`config.mk`:
```
export PLATFORM = sky130hd
export DESIGN_NAME = magcell_node
export DESIGN_NICKNAME = d
export VERILOG_FILES = /design/src/rtl/magcell_pkg.sv /design/src/rtl/magcell_sense.sv /design/src/rtl/magcell_resolve.sv /design/src/rtl/magcell_cmd.sv /design/src/rtl/magcell_node.sv
export SDC_FILE = /design/constraint.sdc
export NUM_CORES = 1
export LEC_CHECK = 0
export BUFFER_PORTS_ARGS = -buffer_cell sky130_fd_sc_hd__buf_2
export CORE_AREA = 2 2 39 41
export CTS_CLUSTER_SIZE = 30
export DETAILED_ROUTE_END_ITERATION = 8
export DIE_AREA = 0 0 41 43
export SYNTH_ARGS = -nofsm -noshare
export SYNTH_HDL_FRONTEND = slang
export SYNTH_HIERARCHICAL = 1
export SYNTH_SLANG_ARGS = --single-unit
```
`constraint.sdc`:
```
create_clock -name clk_i -period 1.8 [get_ports clk_i]
set_input_delay 0.36 -clock clk_i [delete_from_list [all_inputs] [get_ports clk_i]]
set_output_delay 0.36 -clock clk_i [all_outputs]
set_load 0.1 [all_outputs]
```
`src/rtl/magcell_pkg.sv`:
```
package magcell_pkg;

   typedef logic [1:0] mc_code_t;

   localparam mc_code_t MC_ZERO  = 2'b00;
   localparam mc_code_t MC_HELD  = 2'b01;
   localparam mc_code_t MC_UNDEC = 2'b10;
   localparam mc_code_t MC_ONE   = 2'b11;

   typedef enum logic [2:0] {
      CMD_IDLE    = 3'd0,
      CMD_ONE     = 3'd1,
      CMD_ZERO    = 3'd2,
      CMD_PARK    = 3'd3,
      CMD_RESOLVE = 3'd4
   } mc_cmd_e;

   // Turn a logic value into its two-bit cell code
   function automatic mc_code_t mc_pack(input logic v);
      return v ? MC_ONE : MC_ZERO;
   endfunction

endpackage

```
`src/rtl/magcell_sense.sv`:
```
module magcell_sense
   import magcell_pkg::*;
#(
   parameter int unsigned NPORT = 3,
   parameter int unsigned SW    = 2
) (
   input  logic [NPORT-1:0][SW-1:0] codes_i,
   output logic [NPORT-1:0]         live_o,
   output logic [NPORT-1:0]         val_o
);

   localparam int unsigned MSB = SW - 1;

   if (SW != 2) begin : g_bad_width
      $error("magcell_sense: SW must be 2");
   end

   for (genvar g = 0; g < NPORT; g++) begin : g_port
      always_comb begin
         // a neighbour votes only while it carries a settled logic value
         live_o[g] = (codes_i[g] == MC_ZERO) || (codes_i[g] == MC_ONE);
         val_o[g]  = codes_i[g][MSB];
      end
   end

endmodule

```
`src/rtl/magcell_resolve.sv`:
```
module magcell_resolve
   import magcell_pkg::*;
#(
   parameter bit VERTICAL = 1'b0
) (
   input  logic [2:0] live_i,
   input  logic [2:0] val_i,
   output mc_code_t   res_o
);

   logic la, lb, lc, va, vb, vc;

   always_comb begin
      la = live_i[0];
      lb = live_i[1];
      lc = live_i[2];
      va = val_i[0];
      vb = val_i[1];
      vc = val_i[2];
   end

   if (VERTICAL) begin : g_col
      always_comb begin
         if (!la && !lb && !lc)  res_o = MC_UNDEC;
         else if (!la && !lb)    res_o = mc_pack(vc);
         else if (!la && !lc)    res_o = mc_pack(!vb);
         else if (!la)           res_o = mc_pack(vc);
         else if (!lb && !lc)    res_o = mc_pack(!va);
         else if (!lb)           res_o = mc_pack(vc);
         else if (!lc)           res_o = (va == vb) ? mc_pack(!va) : MC_UNDEC;
         else                    res_o = mc_pack((vc & !vb) | (!va & (!vb | vc)));
      end
   end else begin : g_row
      always_comb begin
         if (!la && !lb && !lc)  res_o = MC_UNDEC;
         else if (!la && !lb)    res_o = mc_pack(vc);
         else if (!la && !lc)    res_o = mc_pack(vb);
         else if (!la)           res_o = (vb == vc) ? mc_pack(vb) : MC_UNDEC;
         else if (!lb && !lc)    res_o = mc_pack(!va);
         else if (!lb)           res_o = mc_pack(vc);
         else if (!lc)           res_o = mc_pack(vb);
         else                    res_o = mc_pack((vb & vc) | (!va & (vb ^ vc)));
      end
   end

endmodule

```
`src/rtl/magcell_cmd.sv`:
```
module magcell_cmd
   import magcell_pkg::*;
(
   input  logic    clk_i,
   input  logic    rst_ni,
   input  logic    set_one_i,
   input  logic    set_zero_i,
   input  logic    park_i,
   output mc_cmd_e cmd_o,
   output logic    release_o
);

   logic park_q;

   // a park only counts when no write outranks it
   always_ff @(posedge clk_i) begin
      if (!rst_ni) park_q <= 1'b0;
      else         park_q <= park_i && !set_one_i && !set_zero_i;
   end

   assign release_o = park_q;

   always_comb begin
      if (set_one_i)       cmd_o = CMD_ONE;
      else if (set_zero_i) cmd_o = CMD_ZERO;
      else if (park_i)     cmd_o = CMD_PARK;
      else if (park_q)     cmd_o = CMD_RESOLVE;
      else                 cmd_o = CMD_IDLE;
   end

endmodule

```
`src/rtl/magcell_node.sv`:
```
module magcell_node
   import magcell_pkg::*;
#(
   parameter bit          VERTICAL = 1'b0,
   parameter int unsigned SW       = 2,
   parameter int unsigned NPORT    = 3
) (
   input  logic          clk_i,
   input  logic          rst_ni,
   input  logic          set_one_i,
   input  logic          set_zero_i,
   input  logic          park_i,
   input  logic [SW-1:0] nbr_a_i,
   input  logic [SW-1:0] nbr_b_i,
   input  logic [SW-1:0] nbr_c_i,
   output logic [SW-1:0] state_d_o
);

   if (SW != 2) begin : g_bad_sw
      $error("magcell_node: SW must be 2");
   end
   if (NPORT != 3) begin : g_bad_nport
      $error("magcell_node: NPORT must be 3");
   end

   logic [NPORT-1:0][SW-1:0] codes;
   logic [NPORT-1:0]         live;
   logic [NPORT-1:0]         val;
   mc_code_t                 res;
   mc_cmd_e                  cmd;
   logic                     rel;
   mc_code_t                 state_q;

   assign codes = {nbr_c_i, nbr_b_i, nbr_a_i};

   magcell_sense #(.NPORT(NPORT), .SW(SW)) u_sense (
      .codes_i (codes),
      .live_o  (live),
      .val_o   (val)
   );

   magcell_resolve #(.VERTICAL(VERTICAL)) u_resolve (
      .live_i (live),
      .val_i  (val),
      .res_o  (res)
   );

   magcell_cmd u_cmd (
      .clk_i      (clk_i),
      .rst_ni     (rst_ni),
      .set_one_i  (set_one_i),
      .set_zero_i (set_zero_i),
      .park_i     (park_i),
      .cmd_o      (cmd),
      .release_o  (rel)
   );

   always_ff @(posedge clk_i) begin
      if (!rst_ni) begin
         state_q <= MC_HELD;
      end else begin
         unique case (cmd)
            CMD_ONE:     state_q <= MC_ONE;
            CMD_ZERO:    state_q <= MC_ZERO;
            CMD_PARK:    state_q <= MC_HELD;
            CMD_RESOLVE: state_q <= res;
            default:     state_q <= state_q;
         endcase
      end
   end

   assign state_d_o = state_q;

   logic quiet;
   assign quiet = !set_one_i && !set_zero_i && !park_i;

   p_set_one_r2: assert property (@(posedge clk_i) disable iff (!rst_ni)
      set_one_i |=> state_d_o == MC_ONE);

   p_zero_beats_park_r9: assert property (@(posedge clk_i) disable iff (!rst_ni)
      (set_zero_i && !set_one_i) |=> state_d_o == MC_ZERO);

   p_park_held_r4: assert property (@(posedge clk_i) disable iff (!rst_ni)
      (park_i && !set_one_i && !set_zero_i) |=> state_d_o == MC_HELD);

   p_idle_hold_r3: assert property (@(posedge clk_i) disable iff (!rst_ni)
      (quiet && !rel) |=> $stable(state_d_o));

   p_resolved_legal_r10: assert property (@(posedge clk_i) disable iff (!rst_ni)
      (quiet && rel) |=> state_d_o != MC_HELD);

   p_all_dropped_r6: assert property (@(posedge clk_i) disable iff (!rst_ni)
      (quiet && rel && live == '0) |=> state_d_o == MC_UNDEC);

endmodule

```
==> results.py <==
metrics = {
    "run_status": {
        "status": "finished clean",
    },
    "layout": {
        "antennaDiodeCount": 0,
        "final_cell_mix": "buf_2, buf_4, a21oi_1, inv_1",
        "fin_util_pct": 38.88,
        "finalInstanceArea_um2": 538.0,
        "drive_above_1_share_pct": 41.10,
        "layout_commonest_cell": "buf_2",
        "syn2layout_area_growth_pct": 46.76,
        "fillers": 148,
        "multi_input_area_um2": 274.0,
        "seq_area_um2": 60.06,
        "fin_nets": 87,
    },
    "sta": {
        "relSlewSlack_pct": 68.07,
        "finalSetupTns_ns": 0,
        "worstMarginPinSlew_ns": 0.4822,
        "holdWs_ns": 0.3401,
        "final.period_utilization_pct": 89.73,
        "rsz0062_at_grt": "no",
        "hold_violations": 0,
        "setup_violations": 0,
        "max_freq_ghz": 0.6191,
        "fin_skew_ns": 0.0005342,
        "maxSlewViolCount": 0,
        "period_minus_slack_ns": 1.615,
    },
    "setup_path": {
        "worst_path_largest_cell_delay_ns": 0.27,
        "critPathKind": "in2reg",
        "r2r_slack_ns": 0.69,
        "rr_worst_depth": 4,
        "worstPathRequired_ns": 1.91,
        "r2r-start": "u_cmd/release_o",
        "worstPathCellList": "buf_2, inv_1, ha_1, or2b_1, a31oi_1, a211oi_2, a22oi_1, and4bb_1, a21oi_1, nand3_1",
        "worstPathArrival_ns": 1.73,
        "crit_fanout": 3,
        "cp_slowest_cell": "ha_1",
        "timing.rr.end": "state_d_o[0]",
        "end_kind": "register",
        "crit_family": "compound AO/OA/AOI/OAI gates",
        "timing.critical_path.buf_inv": 2,
        "cp-start-kind": "input pin",
    },
    "die": {
        "core_area_um2": 1384,
        "pin_count": 13,
        "initial_core_util_pct": 26.49,
        "die_w_um": 41,
        "rows": 14,
        "dieArea_um2": 1763,
        "die_h_um": 43,
    },
    "routing": {
        "topRoutingLayerUsed": "met4",
        "drt-initial-drc-count": 12,
        "met3_length_um": 27,
        "vias_per_cell": 4.798,
        "wl_per_cell_um": 9.404,
        "vias": 427,
        "drc_errors": 0,
        "final_antenna_net_count": 0,
        "dr.pass1.iters": 4,
        "wl_met1_um": 353,
        "dr_wl_met2_um": 435,
        "drt-total-wl_um": 837,
    },
    "placement": {
        "place.gp.congestion": 0.8064,
        "dp_hpwl_um": 696.5,
        "port_buffers": 12,
        "placed_area_um2": 499.2,
    },
    "clocking": {
        "clkLatencyLatePin_ns": 0.23,
        "cts_hold_buf": 0,
        "clk_pin_slew_ns": 0.04,
        "cts-root-buf": "clkbuf_4",
        "h-tree-depth": 1,
        "cts_sinks": 3,
        "cts_tree": "done",
        "cts_setup_buffers": 0,
        "cts_buffers": 3,
        "cts_buffer_depth": 2,
    },
    "logic_synthesis": {
        "syn_inst": 50,
        "ys_seq_elements": 3,
        "yosysSeqAreaShare_pct": 16.38,
        "synth_cell_types": 24,
        "syn_area_per_cell_um2": 7.332,
        "synth-warning-count": 6,
        "synth_edf_count": 0,
        "synthesis.area_um2": 366.6,
        "syn-num-nets": 63,
        "synthArstFlopShare_pct": 0,
        "synth_ff_type": "dfxtp_1",
    },
    "power": {
        "peakVddDrop_mv": 0.3363,
        "p_leak_nw": 0.2606,
        "powerDensity_nw_per_um2": 610.5,
        "finalPower_mw": 0.3284,
    },
    "global_route": {
        "grt_max_degree": 7,
        "grt_pass1_wl_um": 1511,
        "grt-ovfl-total": 0,
        "grt_pass1_vias": 400,
        "antenna_found_initial": 0,
        "grt_use_total_pct": 12.73,
    },
    "min_path": {
        "min_to": "state_d_o[0]",
        "whs_path_depth": 2,
        "hold_start": "rst_ni",
        "hp-class": "in2reg",
    },
    "job": {
        "cap_violations": 0,
    },
}
worst max path at each step:
stage,startpoint,to,cells after the start
floorplan,nbr_b_i[1],state_d_o[0],10
global placement,nbr_a_i[1],state_d_o[0],8
detailed placement,nbr_a_i[1],state_d_o[0],8
CTS,nbr_a_i[1],state_d_o[0],8
global route,nbr_b_i[1],state_d_o[0],10
finish,nbr_b_i[1],state_d_o[0],10
cell families (layout without fill, tap and decap cells):
logic type / after synthesis / in the layout / synth area share [%]
and+or+nand+nor: 17 / 17 / 30.72
AOI/OAI and AO/OA: 16 / 16 / 26.62
xor gates and xnor gates: 3 / 3 / 7.169
buffers and inverters: 9 / 32 / 12.29
DFF: 3 / 3 / 16.38
adders and majority gates: 2 / 2 / 6.825
stage by stage:
stage / worst slack (ns) / cells
global placement: -0.1893 / 85
finish: 0.1848 / 89
global route: 0.003551 / 89
floorplan: 0.007473 / 50
detailed placement: -0.1825 / 85
CTS: 0.05811 / 89
metal layers:
| metal | vias to the layer above | GRT usage [%] |
|---|---|---|
| met5 | - | 0 |
| met4 | 0 | 6.000 |
| met3 | 2 | 6.283 |
| met2 | 18 | 19.38 |
| met1 | 186 | 14.06 |
| li1 | 221 | - |
layout make-up:
| cell class | count | share of cell area, % |
|---|---|---|
| flip-flops and latches | 3 | 11.16 |
| multi-input cells | 38 | 50.93 |
| clock buffers | 4 | 4.884 |
| repair buffers | 22 | 25.12 |
| well taps | 16 | 3.721 |
| inverters | 6 | 4.186 |
worst register-to-register path, cell delays in order, from the launching register on:
cell and delay [ns]:
dfxtp_1 0.29, nor4b_2 0.21, or2b_1 0.25, a21oi_1 0.14, nand3_1 0.09
sequential cells by signal, summed over array words and instances, names as in the netlist:
signal           flops
state_d_o            2
u_cmd/release_o      1
Yosys cell counts, types with 2 or more instances:
cell / number / area [um2]
a21oi_1: 6 / 30.03
inv_1: 6 / 22.52
buf_4: 3 / 22.52
dfxtp_1: 3 / 60.06
nor2_1: 3 / 11.26
or2b_1: 3 / 22.52
xnor2_1: 3 / 26.28
a31oi_1: 2 / 12.51
ha_1: 2 / 25.02
nand2_1: 2 / 7.510
nand3_1: 2 / 10.01
o211ai_1: 2 / 15.01
o22ai_1: 2 / 12.51
power breakdown:
group          switching, mW  internal (mW)  leakage, nW  total, mW
Sequential           0.00162         0.0698       0.0246     0.0714
Combinational         0.0718         0.0643        0.221      0.136
Clock                 0.0377         0.0833       0.0150      0.121
repair_timing:
action | CTS | global route
setup endpoints to repair | 0 | 2
endpoints found under the hold margin | 0 | 0
gates resized for setup | 0 | 2
(Power assumes the default switching activity.)
